<file path="src/rtl/i2cs_pkg.sv">
package i2cs_pkg;

    localparam int REG_COUNT = 24;
    localparam logic [6:0] ARA_ADDR = 7'b0001100;
    localparam logic [1:0] MODE_ALERT = 2'b10;

    typedef enum logic [3:0] {
        ST_IDLE,
        ST_ADDR,
        ST_AACK,
        ST_RX,
        ST_RACK,
        ST_TX,
        ST_MACK,
        ST_ARA,
        ST_SKIP
    } bus_state_t;

    typedef enum logic [1:0] {
        NX_WRITE,
        NX_READ,
        NX_ARA
    } ack_next_t;

    function automatic logic reg_writable(input logic [7:0] idx);
        logic ro;
        ro = (idx == 8'h00) || (idx == 8'h08) || (idx == 8'h09) ||
             (idx == 8'h0E) || (idx == 8'h0F) || (idx == 8'h14) || (idx == 8'h15);
        return (idx < 8'(REG_COUNT)) && !ro;
    endfunction

endpackage

</file>
<file path="src/rtl/i2cs_bus_sync.sv">
module i2cs_bus_sync #(
    parameter int STAGES = 2
) (
    input  logic clk,
    input  logic rst_n,
    input  logic scl_in,
    input  logic sda_in,
    output logic scl_rise,
    output logic scl_fall,
    output logic sda_bit,
    output logic start_det,
    output logic stop_det
);

    logic [STAGES-1:0] scl_pipe;
    logic [STAGES-1:0] sda_pipe;
    logic              scl_last;
    logic              sda_last;
    logic              scl_now;

    always_ff @(posedge clk or negedge rst_n) begin
        if (!rst_n) begin
            scl_pipe <= '1;
            sda_pipe <= '1;
            scl_last <= 1'b1;
            sda_last <= 1'b1;
        end else begin
            scl_pipe <= {scl_pipe[STAGES-2:0], scl_in};
            sda_pipe <= {sda_pipe[STAGES-2:0], sda_in};
            scl_last <= scl_pipe[STAGES-1];
            sda_last <= sda_pipe[STAGES-1];
        end
    end

    assign scl_now   = scl_pipe[STAGES-1];
    assign sda_bit   = sda_pipe[STAGES-1];
    assign scl_rise  = scl_now && !scl_last;
    assign scl_fall  = !scl_now && scl_last;
    assign start_det = scl_now && scl_last && sda_last && !sda_bit;
    assign stop_det  = scl_now && scl_last && !sda_last && sda_bit;

endmodule

</file>
<file path="src/rtl/i2cs_alert_latch.sv">
module i2cs_alert_latch
    import i2cs_pkg::*;
(
    input  logic       clk,
    input  logic       rst_n,
    input  logic       alert_event,
    input  logic [1:0] pin_mode,
    input  logic       ara_done,
    output logic       alert_q
);

    always_ff @(posedge clk or negedge rst_n) begin
        if (!rst_n) begin
            alert_q <= 1'b0;
        end else if (alert_event && (pin_mode == MODE_ALERT)) begin
            alert_q <= 1'b1;
        end else if (ara_done) begin
            alert_q <= 1'b0;
        end
    end

endmodule

</file>
<file path="src/rtl/i2cs_regslave.sv">
module i2cs_regslave
    import i2cs_pkg::*;
#(
    parameter logic [6:0] OWN_ADDR    = 7'b1100100,
    parameter int         SYNC_STAGES = 2
) (
    input  logic       clk,
    input  logic       rst_n,
    input  logic       scl_in,
    input  logic       sda_in,
    output logic       sda_pull,
    output logic       alert_pull,
    input  logic [1:0] pin_mode,
    input  logic       alert_event,
    output logic [4:0] reg_addr,
    output logic [7:0] reg_wdata,
    output logic       reg_wr,
    output logic       reg_rd,
    input  logic [7:0] reg_rdata,
    output logic       stat_clr
);

    localparam int         ADDR_W    = $clog2(REG_COUNT);
    localparam logic [7:0] PTR_END   = 8'(REG_COUNT);
    localparam logic [7:0] ARA_BYTE  = {ARA_ADDR, 1'b1};
    localparam logic [7:0] REPLY     = {OWN_ADDR, 1'b1};
    localparam logic [3:0] LAST_BIT  = 4'd7;
    localparam logic [3:0] BYTE_DONE = 4'd8;

    logic       scl_rise, scl_fall, sda_bit, start_det, stop_det;
    bus_state_t state, state_nx;
    ack_next_t  kind;
    logic [7:0] shreg, ptr, tx_byte;
    logic [3:0] bitcnt;
    logic       ptr_phase, m_ack, alert_q, ara_done;
    logic       byte_in, own_hit, ara_hit, load_tx, ptr_valid;

    i2cs_bus_sync #(.STAGES(SYNC_STAGES)) u_sync (
        .clk       (clk),
        .rst_n     (rst_n),
        .scl_in    (scl_in),
        .sda_in    (sda_in),
        .scl_rise  (scl_rise),
        .scl_fall  (scl_fall),
        .sda_bit   (sda_bit),
        .start_det (start_det),
        .stop_det  (stop_det)
    );

    i2cs_alert_latch u_alert (
        .clk         (clk),
        .rst_n       (rst_n),
        .alert_event (alert_event),
        .pin_mode    (pin_mode),
        .ara_done    (ara_done),
        .alert_q     (alert_q)
    );

    assign byte_in   = scl_fall && (bitcnt == BYTE_DONE);
    assign own_hit   = (shreg[7:1] == OWN_ADDR);
    assign ara_hit   = (shreg == ARA_BYTE) && alert_q;
    assign ptr_valid = (ptr < PTR_END);
    assign tx_byte   = ptr_valid ? reg_rdata : 8'h00;
    assign load_tx   = scl_fall && (((state == ST_AACK) && (kind == NX_READ)) ||
                                    ((state == ST_MACK) && m_ack));

    // next-state logic
    always_comb begin
        state_nx = state;
        if (start_det) begin
            state_nx = ST_ADDR;
        end else if (stop_det) begin
            state_nx = ST_IDLE;
        end else begin
            unique case (state)
                ST_IDLE, ST_SKIP: state_nx = state;
                ST_ADDR: begin
                    if (byte_in) state_nx = (own_hit || ara_hit) ? ST_AACK : ST_SKIP;
                end
                ST_AACK: begin
                    if (scl_fall) begin
                        unique case (kind)
                            NX_WRITE: state_nx = ST_RX;
                            NX_READ:  state_nx = ST_TX;
                            default:  state_nx = ST_ARA;
                        endcase
                    end
                end
                ST_RX:   if (byte_in) state_nx = ST_RACK;
                ST_RACK: if (scl_fall) state_nx = ST_RX;
                ST_TX:   if (scl_fall && (bitcnt == LAST_BIT)) state_nx = ST_MACK;
                ST_MACK: if (scl_fall) state_nx = m_ack ? ST_TX : ST_SKIP;
                ST_ARA: begin
                    if (scl_rise && shreg[7] && !sda_bit) state_nx = ST_SKIP;
                    else if (scl_fall && (bitcnt == LAST_BIT)) state_nx = ST_SKIP;
                end
                default: state_nx = ST_IDLE;
            endcase
        end
    end

    // state register
    always_ff @(posedge clk or negedge rst_n) begin
        if (!rst_n) state <= ST_IDLE;
        else        state <= state_nx;
    end

    // shift register, bit counter and pointer
    always_ff @(posedge clk or negedge rst_n) begin
        if (!rst_n) begin
            shreg     <= 8'h00;
            bitcnt    <= 4'd0;
            ptr       <= 8'h00;
            ptr_phase <= 1'b0;
            m_ack     <= 1'b0;
            kind      <= NX_WRITE;
        end else if (start_det) begin
            bitcnt <= 4'd0;
        end else begin
            case (state)
                ST_ADDR: begin
                    if (scl_rise && (bitcnt != BYTE_DONE)) begin
                        shreg  <= {shreg[6:0], sda_bit};
                        bitcnt <= bitcnt + 4'd1;
                    end
                    if (byte_in) begin
                        if (own_hit) begin
                            kind      <= shreg[0] ? NX_READ : NX_WRITE;
                            ptr_phase <= !shreg[0];
                        end else begin
                            kind <= NX_ARA;
                        end
                    end
                end
                ST_RX: begin
                    if (scl_rise && (bitcnt != BYTE_DONE)) begin
                        shreg  <= {shreg[6:0], sda_bit};
                        bitcnt <= bitcnt + 4'd1;
                    end
                    if (byte_in) begin
                        if (ptr_phase) begin
                            ptr       <= shreg;
                            ptr_phase <= 1'b0;
                        end else begin
                            ptr <= ptr + 8'd1;
                        end
                    end
                end
                ST_AACK: begin
                    if (scl_fall) begin
                        bitcnt <= 4'd0;
                        if (kind == NX_READ) begin
                            shreg <= tx_byte;
                            ptr   <= ptr + 8'd1;
                        end else if (kind == NX_ARA) begin
                            shreg <= REPLY;
                        end
                    end
                end
                ST_RACK: if (scl_fall) bitcnt <= 4'd0;
                ST_TX, ST_ARA: begin
                    if (scl_fall && (bitcnt != LAST_BIT)) begin
                        shreg  <= {shreg[6:0], 1'b0};
                        bitcnt <= bitcnt + 4'd1;
                    end
                end
                ST_MACK: begin
                    if (scl_rise) m_ack <= !sda_bit;
                    if (load_tx) begin
                        shreg  <= tx_byte;
                        ptr    <= ptr + 8'd1;
                        bitcnt <= 4'd0;
                    end
                end
                default: ;
            endcase
        end
    end

    // outputs
    always_comb begin
        sda_pull = 1'b0;
        reg_wr   = 1'b0;
        ara_done = 1'b0;
        unique case (state)
            ST_AACK, ST_RACK: sda_pull = 1'b1;
            ST_TX:            sda_pull = !shreg[7];
            ST_ARA: begin
                sda_pull = !shreg[7];
                ara_done = scl_fall && (bitcnt == LAST_BIT) && !start_det && !stop_det;
            end
            ST_RX: reg_wr = byte_in && !ptr_phase && !start_det && !stop_det && reg_writable(ptr);
            default: ;
        endcase
        reg_rd = load_tx && ptr_valid && !start_det && !stop_det;
    end

    assign stat_clr   = reg_rd && (ptr == 8'h00);
    assign reg_addr   = ptr[ADDR_W-1:0];
    assign reg_wdata  = shreg;
    assign alert_pull = alert_q;

endmodule

</file>
<file path="config.mk">
export PLATFORM = sky130hd
export DESIGN_NAME = i2cs_regslave
export DESIGN_NICKNAME = d
export VERILOG_FILES = /design/src/rtl/i2cs_pkg.sv /design/src/rtl/i2cs_bus_sync.sv /design/src/rtl/i2cs_alert_latch.sv /design/src/rtl/i2cs_regslave.sv
export SDC_FILE = /design/constraint.sdc
export NUM_CORES = 1
export LEC_CHECK = 0
export BUFFER_PORTS_ARGS = -buffer_cell sky130_fd_sc_hd__clkbuf_2
export CORE_MARGIN = 4
export CORE_UTILIZATION = 38
export CTS_CLUSTER_DIAMETER = 100
export DETAILED_ROUTE_END_ITERATION = 8
export GPL_ROUTABILITY_DRIVEN = 1
export MAX_ROUTING_LAYER = met4
export PLACE_DENSITY = 0.57
export SYNTH_ARGS = -nofsm -noshare
export SYNTH_HDL_FRONTEND = slang
export SYNTH_SLANG_ARGS = --single-unit
export TNS_END_PERCENT = 100
</file>
<file path="constraint.sdc">
create_clock -name clk -period 1.97 [get_ports clk]
set_input_delay 0.394 -clock clk [delete_from_list [all_inputs] [get_ports clk]]
set_output_delay 0.394 -clock clk [all_outputs]
set_load 0.01 [all_outputs]
</file>
# After elaboration in Yosys (flattened, before gate mapping)
# Cells that the tools add are included.
dict set report op_classes {
  reduce_logical 66
  n_addsub 2
  magnitude_cmp 1
  mux 45
  n_bitwise 1
  n_eq_ne 44
}
# cell n
set op_table {}
lappend op_table {{$mux W8} 12}
lappend op_table {{$mux W4} 17}
lappend op_table {{$eq A8 B4 Y1 const B} 4}
lappend op_table {{$pmux W4 S8} 1}
lappend op_table {{$pmux W8 S4} 1}
lappend op_table {{$logic_and A1 B1 Y1} 29}
lappend op_table {{$ne A4 B4 Y1 const B} 7}
lappend op_table {{$eq A8 B5 Y1 const B} 3}
lappend op_table {{$pmux W8 S3} 1}
lappend op_table {{$eq A4 B3 Y1 const B} 5}
lappend op_table {{$pmux W4 S4} 1}
lappend op_table {{$ne A3 B1 Y1 const B} 4}
lappend op_table {{$logic_not A1 Y1} 10}
lappend op_table {{$ne A2 B2 Y1 const B} 5}
lappend op_table {{$reduce_and A5 Y1} 2}
lappend op_table {{$add A8 B1 Y8 const B} 1}
lappend op_table {{$eq A4 B2 Y1 const B} 2}
lappend op_table {{$eq A4 B4 Y1 const B} 2}
lappend op_table {{$logic_not A8 Y1} 1}
lappend op_table {{$logic_or A1 B1 Y1} 8}
lappend op_table {{$lt A8 B5 Y1 const B} 1}
lappend op_table {{$mux W1} 8}
lappend op_table {{$reduce_and A8 Y1} 1}
lappend op_table {{$reduce_or A2 Y1} 4}
lappend op_table {{22 further kinds} 29}
dict set report totals {
  inputBits 15
  word_cells 171
  out_inout_bits 18
  register_bits 35
}

# Logic depth before layout (Yosys ltp)
dict set report depth {
  depth_word 11
  ltp_mapped 9
}

# By module
# A second synthesis with hierarchy kept.
dict set report hier_totals {
  hier_cells 266
  hier_area_um2 2508.7
}
# module area_each_um2 cells_each instances
set by_module_without_submodules {}
lappend by_module_without_submodules {i2cs_regslave 2273.4 252 1}
lappend by_module_without_submodules {i2cs_bus_sync 190.2 10 1}
lappend by_module_without_submodules {i2cs_alert_latch 45.0 4 1}

# Worst setup path before layout
# No wires, ideal clock.
dict set report synth_timing {
  path_kind {reg-to-reg}
  start {register u_sync.scl_pipe[1]}
  end {register state[0]}
  path_stages_with_launch 7
  t_arrival_ns 1.983
  path_slack_ns -0.152
  path_cell_list {dfstp_2 > and2b_1 > nor2_1 > nor2_1 > o211ai_4 > mux2_1 > or4_1}
}
dict set report synth_between {
  elab_chain_len 7
  word_cells_on_any_way 25
  cone_classes {8 x eq/ne; 4 x mux; 13 x reduce/logical}
}
# element line_no
set synth_rtl {}
lappend synth_rtl {{from (decl)} i2cs_bus_sync.sv:15} ;# logic [STAGES-1:0] scl_pipe;
lappend synth_rtl {{from (signal assigned)} i2cs_bus_sync.sv:28} ;# scl_pipe <= {scl_pipe[STAGES-2:0], scl_in};
lappend synth_rtl {{$logic_and A1 B1 Y1} i2cs_bus_sync.sv:37} ;# assign scl_rise = scl_now && !scl_last;
lappend synth_rtl {{$logic_and A1 B1 Y1 (2 in a row)} i2cs_regslave.sv:94} ;# if (scl_rise && shreg[7] && !sda_bit) state_nx = ST_SKIP;
lappend synth_rtl {{$mux W4} i2cs_regslave.sv:94}
lappend synth_rtl {{$pmux W4 S8} i2cs_regslave.sv:75} ;# unique case (state)
lappend synth_rtl {{$mux W4} i2cs_regslave.sv:72} ;# end else if (stop_det) begin
lappend synth_rtl {{$mux W4} i2cs_regslave.sv:70} ;# if (start_det) begin
lappend synth_rtl {{to (signal assigned)} i2cs_regslave.sv:105} ;# else state <= state_nx;
lappend synth_rtl {{to (decl)} i2cs_regslave.sv:31} ;# bus_state_t state, state_nx;
# Several ways; a longest one is shown, not always the timed one.
# A chain may end at the register's enable or synchronous reset.

# Final worst setup path
dict set report layout_timing {
  start {register ptr[5]}
  end {output port reg_wr}
}
dict set report layout_between {
  elab_chain_len 11
  word_cells_on_any_way 18
  cone_classes {1 x order compare; 6 x eq/ne; 1 x mux; 10 x reduce/logical}
}
# element line_no
set layout_rtl {}
lappend layout_rtl {{from (decl)} i2cs_regslave.sv:33} ;# logic [7:0] shreg, ptr, tx_byte;
lappend layout_rtl {{from (signal assigned)} i2cs_regslave.sv:142} ;# ptr <= shreg;
lappend layout_rtl {{from (signal assigned)} i2cs_regslave.sv:145} ;# ptr <= ptr + 8'd1;
lappend layout_rtl {{from (signal assigned)} i2cs_regslave.sv:154} ;# ptr <= ptr + 8'd1;
lappend layout_rtl {{$eq A8 B4 Y1 / $logic_not A8 Y1 (equally long branches)} i2cs_pkg.sv:27} ;# ro = (idx == 8'h00) || (idx == 8'h08) || (idx == 8'h09) ||
lappend layout_rtl {{$logic_or A1 B1 Y1 (3 in a row)} i2cs_pkg.sv:27}
lappend layout_rtl {{$logic_or A1 B1 Y1 (3 in a row)} i2cs_pkg.sv:28} ;# (idx == 8'h0E) || (idx == 8'h0F) || (idx == 8'h14) || (idx == 8'h15);
lappend layout_rtl {{$logic_not A1 Y1} i2cs_pkg.sv:29} ;# return (idx < 8'(REG_COUNT)) && !ro;
lappend layout_rtl {{$logic_and A1 B1 Y1 *} i2cs_pkg.sv:29}
lappend layout_rtl {{$logic_and A1 B1 Y1 *} i2cs_regslave.sv:192} ;# ST_RX: reg_wr = byte_in && !ptr_phase && !start_det && !stop_det && reg_writable(ptr);
lappend layout_rtl {{$mux W1 *} i2cs_regslave.sv:185} ;# unique case (state)
lappend layout_rtl {{to (decl)} i2cs_regslave.sv:17} ;# output logic reg_wr,
# Every way passes the cells marked *; elsewhere a longest branch is shown, timed or not.

==> impl_metrics.py <==
metrics = {
    "status": {
        "status": "complete, but fails checks",
        "violations": "negative setup slack",
    },
    "route": {
        "via_per_inst": 5.46,
        "post_drt_wl_per_cell_um": 16.5,
        "routed-via-count": 2434,
        "dr.first_iter.drc_count": 222,
        "firstDrtPassIters": 4,
        "drc": 0,
        "antenna_left": 0,
        "wirelength_mm": 7.37,
    },
    "yosys": {
        "async_flop_share": 1.00,
        "synth_compound_area_frac": 0.214,
        "ys_types": 53,
        "synth_top_family_by_area": "simple AND/OR/NAND/NOR gates",
        "synthAdderAreaFrac": 0.0329,
        "synth-edff-count": 0,
        "synth_xor_area_frac": 0.0115,
        "ys.flop_type": "dfrtp_1",
        "synth.area.mux_share": 0.0582,
        "yosys_warnings": 0,
        "synth-seq-cells": 35,
        "synth-simple-area-share": 0.238,
        "yosysSeqAreaShare": 0.388,
        "synth_area_per_cell_um2": 8.57,
        "synthesis.nets": 287,
        "syn_area_mm2": 0.00228,
        "synthCells": 266,
    },
    "setup_path": {
        "crit_start": "ptr[5]",
        "reg2reg_slack_ns": -0.12,
        "worstPathMaxFanout": 2,
        "reg2reg_from": "state[2]",
        "required_ns": 1.58,
        "r2r_cells": 7,
        "cp-start-kind": "flop",
        "arrival_ns": 1.82,
        "end_kind": "output port",
        "rr_endpoint": "reg_wdata[2]",
        "crit_type": "reg2out",
    },
    "clock_tree": {
        "clock_path_buffers": 2,
        "cts_buffers": 5,
        "htreeDepth": 2,
        "clock-sinks": 35,
        "insertion_delay_ns": 0.29,
        "cts.reportedPaths.clkPinSlew_ns": 0.08,
        "cts_tree": "yes",
        "cts_hold_buf": 0,
        "clockRootBuffer": "clkbuf_8",
    },
    "grt": {
        "grt-busiest-layer": "met2",
        "grt_pass1_wl_mm": 12.2,
        "grt_util_all_layers": 0.214,
        "grt_pass1_vias": 2459,
        "grt_util_met2": 0.325,
        "grt_max_degree": 36,
        "use_met3": 0.0272,
        "antenna_found_initial": 0,
        "overflow": 0,
        "use_met1": 0.299,
    },
    "placement": {
        "io_buffer_count": 32,
        "dp_cells": 406,
        "gp_congestion": 0.925,
        "dp_hpwl_mm": 4.71,
        "dpl_cell_area_mm2": 0.00286,
        "pre_cts_ws_ns": -0.0795,
    },
    "pwr": {
        "leakage_nw": 1.62,
        "p_total_mw": 3.53,
        "p_per_area_mw_per_mm2": 987,
        "peakVddDrop_mv": 0.620,
    },
    "sta": {
        "setup_violations": 13,
        "max_freq_mhz": 451,
        "fin_crit_sh": 1.12,
        "setup_ws_ns": -0.246,
        "period_minus_slack_ns": 2.22,
        "worstMarginPinSlew_ns": 0.491,
        "hold_viol_final": 0,
        "fin_skew_ns": 0.00763,
        "rsz0062_at_grt": "yes",
        "slew_headroom": 0.672,
        "final-max-slew-violation-count": 0,
    },
    "floorplanning": {
        "start_util": 0.401,
        "core-area_mm2": 0.00568,
        "die-area_mm2": 0.00730,
        "io_pins": 33,
        "die-width_um": 85.4,
        "rows": 27,
        "die_h_um": 85.4,
    },
    "finish": {
        "finalInstanceArea_mm2": 0.00358,
        "syn_to_final_growth_pct": 56.9,
        "nets": 394,
        "final_cells": 446,
        "layout_commonest_cell": "buf_4",
        "antennaDiodeCount": 0,
        "mostFrequentLayoutCells": "65 x buf_4, 28 x clkbuf_2, 27 x nand2_1, 26 x dfrtp_1, 23 x nor2_1",
        "drive_gt1_frac": 0.513,
        "postLayoutCoreUtil": 0.630,
    },
    "flow_run": {
        "cap_violations": 0,
    },
    "hold_path": {
        "hp-class": "in2async",
    },
}
==> sequential cells by signal, summed over array words and instances, names as in the netlist <==
name	flops
ptr_phase	1
u_sync.scl_pipe	2
reg_wdata	8
ptr	8
kind	2
u_sync.scl_last	1
bitcnt	4
u_sync.sda_pipe	2
m_ack	1
u_alert.alert_q	1
state	4
u_sync.sda_last	1
==> final cells by class <==
class | count | area [µm²]
Fill cell | 478 | 2100
Multi-Input combinational cell | 203 | 1580
Timing Repair Buffer | 117 | 892
Sequential cell | 35 | 887
Tap cell | 72 | 90.1
Clock buffer | 5 | 68.8
Inverter | 11 | 41.3
Clock inverter | 3 | 20.0
==> critical path, stage by stage, from the launching register on <==
cell,delay (ns)
dfrtp_1,0.41
or3_4,0.40
nand2b_4,0.16
a211oi_2,0.16
nand4_1,0.14
a21oi_2,0.12
buf_2,0.14
==> metrics by stage <==
stage | hold WS, ns | TNS (ns)
finish | 0.140 | -1.52
CTS | 0.149 | -0.594
global placement | 0.347 | -0.119
floorplan | 0.0984 | -0.0687
detailed placement | 0.348 | -0.500
global route | 0.170 | -3.61
==> routing by layer <==
layer  up-vias  share of wire
li1       1168              -
met1      1192           0.48
met2        63           0.47
met3        11          0.040
met4         0          0.017
met5         -              0
==> cell usage after synthesis (all sizes together), types with 6 or more instances <==
master   n  area, µm²
nand2   29        109
nand2b   7       43.8
mux2    10        113
nand3    8       40.0
o21ai   22        114
buf     11       66.3
dfstp    6        158
clkbuf   6       22.5
inv     11       41.3
ha       6       75.1
a21oi   31        159
nor2    26       97.6
dfrtp   29        726
==> power by group <==
group          internal, mW  leakage [nW]  total (mW)  switching, mW
clock network         0.246        0.0402       0.534          0.288
logic                  1.08          1.15        1.92          0.839
registers             0.882         0.430        1.08          0.196
total                  2.21          1.62        3.53           1.32
==> worst max-delay path by stage <==
stage | to | slack [ns] | cells past startpoint
after floorplan | state[0] | -0.07 | 6
after global placement | state[1] | -0.04 | 7
final | reg_wr | -0.25 | 6
after CTS | reg_wr | -0.18 | 6
after detailed placement | state[1] | -0.08 | 7
after global routing | reg_wr | -0.34 | 6
==> cell families after synthesis <==
kind of cell	after synthesis
AO/OA/AOI/OAI	78
AND/OR/NAND/NOR	104
multiplexers	12
buffers and inverters	28
XOR/XNOR	3
flip-flops	35
adder cells (fa/ha/maj)	6
==> timing repair <==
item / 4_1_cts / 5_1_grt
pin swaps: 13 / 20
endpoints found under the setup margin: 15 / 21
gates cloned: 0 / 0
gates resized for setup: 32 / 61
setup buffers: 27 / 9
No activity file was read; power rests on OpenSTA's default activity.
